`config.mk`:
```
export PLATFORM = sky130hd
export DESIGN_NAME = uirq_ctrl
export DESIGN_NICKNAME = d
export VERILOG_FILES = /design/src/rtl/uirq_pkg.sv /design/src/rtl/uirq_enable_reg.sv /design/src/rtl/uirq_char_timer.sv /design/src/rtl/uirq_merge.sv /design/src/rtl/uirq_ctrl.sv
export SDC_FILE = /design/constraint.sdc
export NUM_CORES = 1
export LEC_CHECK = 0
export CORE_UTILIZATION = 39
export CTS_CLUSTER_DIAMETER = 30
export DETAILED_ROUTE_END_ITERATION = 6
export MAX_ROUTING_LAYER = met4
export PLACE_DENSITY = 0.89
export SETUP_SLACK_MARGIN = 0.05
export SLEW_MARGIN = 20
export SYNTH_ARGS = -nofsm -noshare
export SYNTH_HDL_FRONTEND = slang
export SYNTH_HIERARCHICAL = 1
export SYNTH_SLANG_ARGS = --single-unit
```
`constraint.sdc`:
```
create_clock -name clk_i -period 4.03 [get_ports clk_i]
set_input_delay 0.6045 -clock clk_i [delete_from_list [all_inputs] [get_ports clk_i]]
set_output_delay 0.6045 -clock clk_i [all_outputs]
set_load 0.01 [all_outputs]
```
`src/rtl/uirq_pkg.sv`:
```
package uirq_pkg;
  localparam int unsigned SRC_N = 4;

  // Field order matches bit positions 3..0 of the enable register.
  typedef struct packed {
    logic modem;
    logic line;
    logic txe;
    logic rxa;
  } uirq_en_t;
endpackage

```
`src/rtl/uirq_enable_reg.sv`:
```
module uirq_enable_reg
  import uirq_pkg::*;
#(
  parameter int unsigned DATA_W = 16
) (
  input  logic              clk_i,
  input  logic              rst_ni,
  input  logic              wr_i,
  input  logic [DATA_W-1:0] wdata_i,
  output uirq_en_t          en_o,
  output logic [DATA_W-1:0] rdata_o
);
  localparam int unsigned PAD_W = DATA_W - SRC_N;

  uirq_en_t en_q;
  logic     unused_hi;

  always_ff @(posedge clk_i) begin
    if (!rst_ni) begin
      en_q <= '0;
    end else if (wr_i) begin
      en_q <= uirq_en_t'(wdata_i[SRC_N-1:0]);
    end
  end

  assign unused_hi = ^wdata_i[DATA_W-1:SRC_N];
  assign en_o      = en_q;
  assign rdata_o   = {{PAD_W{1'b0}}, en_q};
endmodule

```
`src/rtl/uirq_char_timer.sv`:
```
module uirq_char_timer #(
  parameter int unsigned LVL_W = 5,
  parameter int unsigned LIMIT = 768
) (
  input  logic             clk_i,
  input  logic             rst_ni,
  input  logic [LVL_W-1:0] level_i,
  input  logic             rx_char_i,
  input  logic             host_rd_i,
  input  logic             tick_i,
  output logic             timeout_o
);
  localparam int unsigned CNT_W = $clog2(LIMIT + 1);
  localparam logic [CNT_W-1:0] CNT_MAX = CNT_W'(LIMIT);

  logic [CNT_W-1:0] cnt_q;
  logic             restart;
  logic             at_max;

  assign restart = (level_i == '0) || rx_char_i || host_rd_i;
  assign at_max  = (cnt_q == CNT_MAX);

  always_ff @(posedge clk_i) begin
    if (!rst_ni) begin
      cnt_q <= '0;
    end else if (restart) begin
      cnt_q <= '0;
    end else if (tick_i && !at_max) begin
      cnt_q <= cnt_q + 1'b1;
    end
  end

  assign timeout_o = at_max;
endmodule

```
`src/rtl/uirq_merge.sv`:
```
module uirq_merge
  import uirq_pkg::*;
(
  input  logic     clk_i,
  input  logic     rst_ni,
  input  uirq_en_t en_i,
  input  uirq_en_t raw_i,
  input  logic     timeout_i,
  input  logic     force_to_i,
  output logic     irq_o
);
  logic [SRC_N-1:0] term;
  logic             to_term;
  logic             irq_d;
  logic             irq_q;

  for (genvar i = 0; i < SRC_N; i++) begin : g_src
    assign term[i] = raw_i[i] & en_i[i];
  end

  assign to_term = timeout_i & (en_i.rxa | force_to_i);
  assign irq_d   = (|term) | to_term;

  always_ff @(posedge clk_i) begin
    if (!rst_ni) irq_q <= 1'b0;
    else         irq_q <= irq_d;
  end

  assign irq_o = irq_q;
endmodule

```
`src/rtl/uirq_ctrl.sv`:
```
module uirq_ctrl
  import uirq_pkg::*;
#(
  parameter int unsigned DATA_W     = 16,
  parameter int unsigned LVL_W      = 5,
  parameter int unsigned CHAR_BITS  = 12,
  parameter int unsigned CHAR_COUNT = 4,
  parameter int unsigned OVERSAMPLE = 16
) (
  input  logic              clk_i,
  input  logic              rst_ni,
  input  logic              cfg_wr_i,
  input  logic [DATA_W-1:0] cfg_wdata_i,
  output logic [DATA_W-1:0] cfg_rdata_o,
  input  logic [LVL_W-1:0]  fifo_level_i,
  input  logic              rx_char_i,
  input  logic              host_rd_i,
  input  logic              tick16_i,
  input  logic              line_err_i,
  input  logic              tx_empty_i,
  input  logic              rx_avail_i,
  input  logic              modem_chg_i,
  input  logic              to_dma_off_i,
  output logic              timeout_o,
  output logic              irq_o
);
  localparam int unsigned WINDOW = CHAR_BITS * CHAR_COUNT * OVERSAMPLE;

  uirq_en_t en;
  uirq_en_t raw;
  logic     tmo;

  assign raw = '{modem: modem_chg_i, line: line_err_i,
                 txe: tx_empty_i, rxa: rx_avail_i};

  uirq_enable_reg #(.DATA_W(DATA_W)) u_en (
    .clk_i   (clk_i),
    .rst_ni  (rst_ni),
    .wr_i    (cfg_wr_i),
    .wdata_i (cfg_wdata_i),
    .en_o    (en),
    .rdata_o (cfg_rdata_o)
  );

  uirq_char_timer #(.LVL_W(LVL_W), .LIMIT(WINDOW)) u_tmr (
    .clk_i     (clk_i),
    .rst_ni    (rst_ni),
    .level_i   (fifo_level_i),
    .rx_char_i (rx_char_i),
    .host_rd_i (host_rd_i),
    .tick_i    (tick16_i),
    .timeout_o (tmo)
  );

  uirq_merge u_mrg (
    .clk_i      (clk_i),
    .rst_ni     (rst_ni),
    .en_i       (en),
    .raw_i      (raw),
    .timeout_i  (tmo),
    .force_to_i (to_dma_off_i),
    .irq_o      (irq_o)
  );

  assign timeout_o = tmo;
endmodule

```
# After elaboration in Yosys (flattened, before gate mapping)

Cells that the tools add are included.

Logic and storage cells: 23
Register bits: 15
Output and inout port bits: 18

Bitwise logic cells: 8
Add/sub/neg operators: 1
Equal/unequal tests: 1
Reductions and logical operators: 7

Operator list:

| operator                | count |
|---|---|
| $add A10 B1 Y10 const B | 1 |
| $eq A10 B10 Y1 const B  | 1 |
| $and A1 B1 Y1           | 5 |
| $logic_not A5 Y1        | 1 |
| $reduce_or A4 Y1        | 1 |
| $logic_or A1 B1 Y1      | 2 |
| $or A1 B1 Y1            | 2 |
| $reduce_or A2 Y1        | 1 |
| $logic_and A1 B1 Y1     | 1 |
| $logic_not A1 Y1        | 1 |
| $not A1 Y1              | 1 |

# Logic depth before layout (Yosys ltp)

Gate-level depths: netlist of run 1.

Depth in word-level cells: 4
Depth in mapped cells: 6

# By module

Netlist of run 1, hierarchy kept.

Modules (own cells, without submodules):

| module          | seq. area each (µm²) | area each (µm²) | cells each | times used |
|---|---|---|---|---|
| uirq_char_timer | 200.2                | 503.0           | 58         | 1 |
| uirq_enable_reg | 80.1                 | 280.3           | 30         | 1 |
| uirq_merge      | 20.0                 | 50.0            | 6          | 1 |

# Worst setup path before layout of run 1

OpenSTA, ideal clock, no wires.

Path type: register to output
Start: register u_tmr.cnt_q[0]
End: output timeout_o
Path buffers: 0
Stages on the path, launching flop included: 5
Data arrival time: 1150 ps
Path slack: 2276 ps
Cells stage by stage: dfxtp_1 -> inv_1 -> ha_1 -> nor4bb_1 -> and3_1

Longest elaborated chain between the ends: 1

RTL lines:

| item                   | line                  | source |
|---|---|---|
| from (decl)            | uirq_char_timer.sv:16 | `logic [CNT_W-1:0] cnt_q;` |
| from (signal assigned) | uirq_char_timer.sv:29 | `cnt_q <= cnt_q + 1'b1;` |
| $eq A10 B10 Y1         | uirq_char_timer.sv:21 | `assign at_max = (cnt_q == CNT_MAX);` |
| to (decl)              | uirq_ctrl.sv:24       | `output logic timeout_o,` |

Every way passes these cells.

# Worst setup path in the final report of run 1

Ends and elaborated chain as after synthesis.

==> run metrics, run 1 <==
fin cells 144; clk_lat worst skew 0.28 ns; Clock Pin Slew Worst Setup and Hold Paths 0.09 ns; Mean Syn Cell Area 8.865 um2; reg2reg end u_tmr/cnt_q[9]; share of cells above drive strength 1 3.419%; minimum clock period 2.704 ns; Post-synth top flop dfxtp_1; first drt pass iteration count 4; Slew Limit Fails 0; post-synthesis sequential area ratio 36.04%; mux contribution to synthesized area 7.207%; core area 1982 um2; post-synth top area cell dfxtp_1; Simple-Gate Fraction of Synth Area 20.57%; Starting DRT DRC Count 29; initial antenna violation count 0; DP Cell Count 140; std cell rows 16; Fmax 369.8 MHz; max_cap viols 0; Root Buffer clkbuf_4; cell family with most CP delay simple AND/OR/NAND/NOR gates; slowest CP cell clkdlybuf4s50_1; Area Growth Syn to Fin 26.43%; Min-Delay Path Class flop to flop; Final Hold Violating Endpoints 0; ANT cells 0; Longest Clk Path Bufs 2; WHS Endpoint u_tmr/cnt_q[9]; TritonCTS Buffers 3; Worst setup SP type flop; full die area 2326 um2; global route overflow 0; YS warnings 6; worst stage delay on the critical path 0.56 ns; synthesized instance count 94; async set-or-reset flop fraction in the synthesized netlist 0%; setup slack, reg-to-reg 2.28 ns; total number of vias 688; adder-cell share of the synthesized area 3.003%; XOR/XNOR Fraction of Synth Area 6.306%; # setup viols final 0; hold_buf cts 0; # nets final 152; Post-CTS Setup Bufs 0; CP max FO 4; CTS Sinks 15; EDFF count, synth 0; crit share post-route 67.10%; skew final 0.002052 ns; CP Capture Type primary output; crit path DAT 2.10 ns; GRT Overall Usage 16.88%; status complete, no violations; largest family of logic cells by synthesized area simple AND/OR/NAND/NOR gates; worst hold start u_tmr/cnt_q[9]; Vias/cell 4.778; Ports 50; DIE WIDTH 48.23 um; CTS resizes 0; Final ANT Viol Nets 0; dpl hpwl 1.230 mm; post-synth cell types 27; Final Util 53.16%; Starting Density 42.05%; Synth area leaders dfxtp_1, buf_4, mux2i_1; Buf/Inv on CP 2; top cell type's share of synthesized area 36.04%; crit path kind flop to primary output; # DRC 0; total negative slack 0 ns; critical path cell sequence inv_1, ha_1, nor4bb_1, and3_1, clkdlybuf4s50_1; CTS tree done; worst reg2reg path startpoint u_tmr/cnt_q[0]; Critical Path RT 3.43 ns; Cell Pwr Density 267.6 nW/um2; Routed WL per cell 11.17 um; IR drop worst, VDD 218.1 uV; H-Tree Level Count 1; GP Congestion 0.8064; P_leak 0.4007 nW; largest net degree at the start of global routing 11; Die H 48.23 um; Routed WL 1.609 mm; area fraction in compound gates after synthesis 8.859%; Fillers 185; Levels on crit path 5; RSZ-0062 raised after global routing no; worst hold stages 2; most frequent cell after synthesis buf_4; R2R depth 6; Yosys reg bits 15; synth cell count leaders buf_4, dfxtp_1, nor2_1, mux2i_1; vias in the first global route 647; IO Port Bufs 25; first-pass GRT wire length 2.608 mm; Netlist Area Pre-Place 833.3 um2
[flip-flops by register name (all words and copies together), names as in the netlist]
register / count
u_en/en_o: 4
u_tmr/cnt_q: 10
u_mrg/irq_o: 1
[cells in the final DEF, fill, tap and decap left out, drive strengths merged, types with 3 or more instances in the layout]
cell type,synthesis,final
clkdlybuf4s50,0,25
nor2b,4,4
nand2,4,4
dfxtp,15,15
nor2,10,10
a31oi,3,3
inv,4,4
nand4,3,3
xor2,4,4
mux2i,6,6
conb,1,12
clkbuf,0,4
[layer usage]
metal | track usage [%] | vias to the layer above | share of wire, %
met3 | 2.222 | 2 | 5.0
met1 | 18.74 | 312 | 43
met2 | 28.53 | 31 | 51
met4 | 10.00 | 0 | 0.99
met5 | - | - | 0
li1 | - | 343 | -
[worst max-delay path by stage]
stage / from / endpoint / slack (ns)
detailed placement: u_tmr/cnt_q[0] / timeout_o / 1.65
floorplan: u_tmr/cnt_q[0] / timeout_o / 2.28
CTS: u_tmr/cnt_q[0] / timeout_o / 1.33
finish: u_tmr/cnt_q[0] / timeout_o / 1.33
global route: u_tmr/cnt_q[0] / timeout_o / 1.18
global placement: u_tmr/cnt_q[0] / timeout_o / 1.67
[worst min-delay path, delay by kind of cell, from the launching register on]
family / cells / cell delay [ns]
flops: 1 / 0.33
compound gates: 2 / 0.12
[final cells by class]
cell class,count,area (um2),share of cell area [%]
Tap cell,27,33.78,3.207
Clock buffer,4,26.28,2.494
Inverter,4,15.01,1.425
Multi-Input combinational cell,69,427.9,40.62
Sequential cell,15,300.3,28.50
Timing Repair Buffer,25,250.2,23.75
[where the power goes]
part | internal, mW | switching [mW] | total (mW) | leakage, nW
Sequential | 0.152 | 0.00248 | 0.154 | 0.122
Clock | 0.0383 | 0.0460 | 0.0843 | 0.0150
Combinational | 0.0267 | 0.0169 | 0.0436 | 0.264
[logic make-up (layout without fill, tap and decap cells)]
logic type               count (synthesis)  in the layout
AO/OA/AOI/OAI                           11             11
XOR/XNOR                                 6              6
adder cells (fa/ha/maj)                  2              2
buffers and inverters                   21             33
flip-flops                              15             15
multiplexers                             6              6
other                                    1             12
AND/OR/NAND/NOR                         32             32
[per-stage QoR]
stage / setup WS [ns] / total power, mW / hold slack [ns] / instance area [um2]
2_1_floorplan: 2.276 / 0.1862 / 0.4471 / 874.6
3_3_place_gp: 1.669 / 0.1997 / 0.4592 / 1027
3_5_place_dp: 1.652 / 0.2011 / 0.4776 / 1027
4_1_cts: 1.332 / 0.2867 / 0.4920 / 1054
5_1_grt: 1.184 / 0.2980 / 0.5470 / 1054
6_report: 1.326 / 0.2820 / 0.4905 / 1054
Note: power is estimated with default switching activity, not from simulation.
==> inputs of run 2 (changes only) <==
Settings changed: CORE_UTILIZATION 39 to 36, PLACE_DENSITY 0.89 to 0.84.
Clock period 4.03 ns to 2.5 ns, I/O delays scaled along.
==> run 2 against run 1 <==
Global-route usage down 1.6 points. First-iteration DRC count decreased by 66%. Via count increased by 0.15%. Critical endpoint unchanged. Total power grew 64%. Clock skew increased by 0.0023 ns. Non-clock buffer count unchanged. Setup slack got worse by 1.2 ns. Routed wire length rose by 2.7%.
==> run metrics, run 2 (same netlist as run 1, synthesis figures left out) <==
status complete, no violations (unchanged); WHS Endpoint u_tmr/cnt_q[9] (unchanged); worst hold start u_tmr/cnt_q[9] (unchanged); first-pass GRT wire length 2.766 mm (was 2.608 mm); Sequential Power Share 53.7% (was 54.6%); initial antenna violation count 0 (unchanged); crit share post-route 93.28%; dpl hpwl 1.241 mm (was 1.230 mm); Switching Fraction 24.37% (was 23.17%); Biggest register u_tmr/cnt_q (unchanged); full die area 2511 um2 (was 2326 um2); Root Buffer clkbuf_4 (unchanged); Worst setup SP type flop (unchanged); setup slack, reg-to-reg 0.80 ns (was 2.28 ns); Final Hold Violating Endpoints 0 (unchanged); Final ANT Viol Nets 0 (unchanged); Clock Pin Slew Worst Setup and Hold Paths 0.09 ns (about the same); vias in the first global route 654 (was 647); internal power 349.7 uW (was 216.6 uW); crit path DAT 1.96 ns (was 2.10 ns); max reg flops 10 (unchanged); clock network power share 31.0% (was 29.9%); Post-CTS Setup Bufs 0 (unchanged); ANT cells 0 (unchanged); CTS resizes 1 (was 0); GRT Overall Usage 15.31% (was 16.88%); TritonCTS Buffers 3 (unchanged); RSZ-0062 raised after global routing no (unchanged); Longest Clk Path Bufs 2 (unchanged); largest net degree at the start of global routing 11 (unchanged); Vias/cell 4.752 (was 4.778); # nets final 152 (unchanged); WHS 0.4883 ns (was 0.4905 ns); crit path kind flop to primary output (unchanged); Starting Density 38.04% (was 42.05%); # setup viols final 0 (unchanged); GP Congestion 0.8377 (was 0.8064); DIE WIDTH 50.11 um (was 48.23 um); Cell Pwr Density 430.2 nW/um2 (was 267.6 nW/um2); worst hold stages 2 (unchanged); Routed WL per cell 11.39 um (was 11.17 um); first drt pass iteration count 5 (was 4); R2R depth 6 (unchanged); hold_buf cts 0 (unchanged); total number of vias 689 (was 688); most frequent cells in the layout clkdlybuf4s50_1, dfxtp_1, conb_1 (unchanged); minimum clock period 2.332 ns; CP Capture Type primary output (unchanged); combinational share of power 15.2% (was 15.5%); IO Port Bufs 25 (unchanged); reg2reg end u_tmr/cnt_q[9] (unchanged); Slew Limit Fails 0 (unchanged); max_cap viols 0 (unchanged); P_leak 0.4011 nW (was 0.4007 nW); Area Growth Syn to Fin 28.98% (was 26.43%); Ports 50 (unchanged); CP max FO 4 (unchanged); Fmax 428.8 MHz; CP startpoint u_tmr/cnt_q[0] (unchanged); Critical Path RT 2.12 ns (was 3.43 ns); most common cell after layout, fill and taps aside clkdlybuf4s50_1 (unchanged); Fillers 208 (was 185); CTS Sinks 15 (unchanged); IR drop worst, VDD 272.7 uV (was 218.1 uV); Min-Delay Path Class flop to flop (unchanged); clk_lat worst skew 0.29 ns (was 0.28 ns); skew final 0.004380 ns (was 0.002052 ns); # DRC 0 (unchanged); Die H 50.11 um (was 48.23 um); core area 2191 um2 (was 1982 um2); CTS tree done (unchanged); worst reg2reg path startpoint u_tmr/cnt_q[0] (unchanged); total negative slack 0 ns (unchanged); std cell rows 17 (was 16); Routed WL 1.652 mm (was 1.609 mm); H-Tree Level Count 1 (unchanged); switching pwr 112.7 uW (was 65.34 uW); Starting DRT DRC Count 10 (was 29); share of cells above drive strength 1 5.128% (was 3.419%); global route overflow 0 (unchanged)
[run 2: cell counts in the layout (fill, tap and decap cells not counted)]
Identical to the previous run, type by type.
[run 2: worst max path at each step]
stage                          end  cells after the start  slack (ns)
finish                   timeout_o                      5        0.17
global route             timeout_o                      5        0.07
CTS                      timeout_o                      5        0.07
detailed placement       timeout_o                      5        0.32
global placement         timeout_o                      5        0.36
floorplan           u_tmr/cnt_q[9]                      6        0.85
[run 2: metrics by stage]
step / setup slack (ns) / total power [mW] / util [%] / instances / instance area, um2
global route: 0.06895 / 0.4763 / 49.06 / 145 / 1075
CTS: 0.07221 / 0.4673 / 48.43 / 145 / 1061
finish: 0.1681 / 0.4624 / 49.06 / 145 / 1075
floorplan: 0.8550 / 0.3002 / - / 105 / 874.6
global placement: 0.3643 / 0.3220 / 46.94 / 141 / 1028
detailed placement: 0.3178 / 0.3245 / 46.94 / 141 / 1028
[run 2: area by class of cell]
class	instances	area, um2	share of cell area [%]
multi-input combinational	69	447.9	41.68
sequential	15	300.3	27.94
timing repair buffer	25	250.2	23.28
tap	28	35.03	3.260
clock buffer	4	26.28	2.445
inverter	4	15.01	1.397
[run 2: routing by layer]
metal	routed length (um)	track usage, %	vias up
met5	0	-	-
met4	38	10.00	0
met3	40	1.852	4
met2	867	26.22	20
met1	706	16.36	323
li1	-	-	342
[run 2: power by group through the flow]
stage | clock (mW) | sequential, mW | combinational [mW]
2_1_floorplan | 0 | 0.254 | 0.0466
3_3_place_gp | 0 | 0.254 | 0.0684
3_5_place_dp | 0 | 0.254 | 0.0704
4_1_cts | 0.148 | 0.249 | 0.0707
5_1_grt | 0.150 | 0.249 | 0.0767
6_report | 0.144 | 0.248 | 0.0704
[run 2: worst max-delay path, cell delays in order (launching register included)]
cell and delay (ns):
dfxtp_1 0.35, inv_1 0.06, ha_1 0.15, nor4bb_4 0.32
and3_4 0.25, clkdlybuf4s50_1 0.55
==> inputs of run 3 (changes only) <==
Settings changed: SKIP_CTS_REPAIR_TIMING set to 1.
==> results of run 3 <==
Final layout, timing and power as in run 2 (identical DEF).
Main changes from that run: wire length of the first global-routing pass 2766 um -> 2780 um; via count of the first global-routing pass 654 -> 653; overall routing resource usage 15.31% -> 15.44%; met1 usage 16.36% -> 16.54%; met2 usage 26.22% -> 26.44%
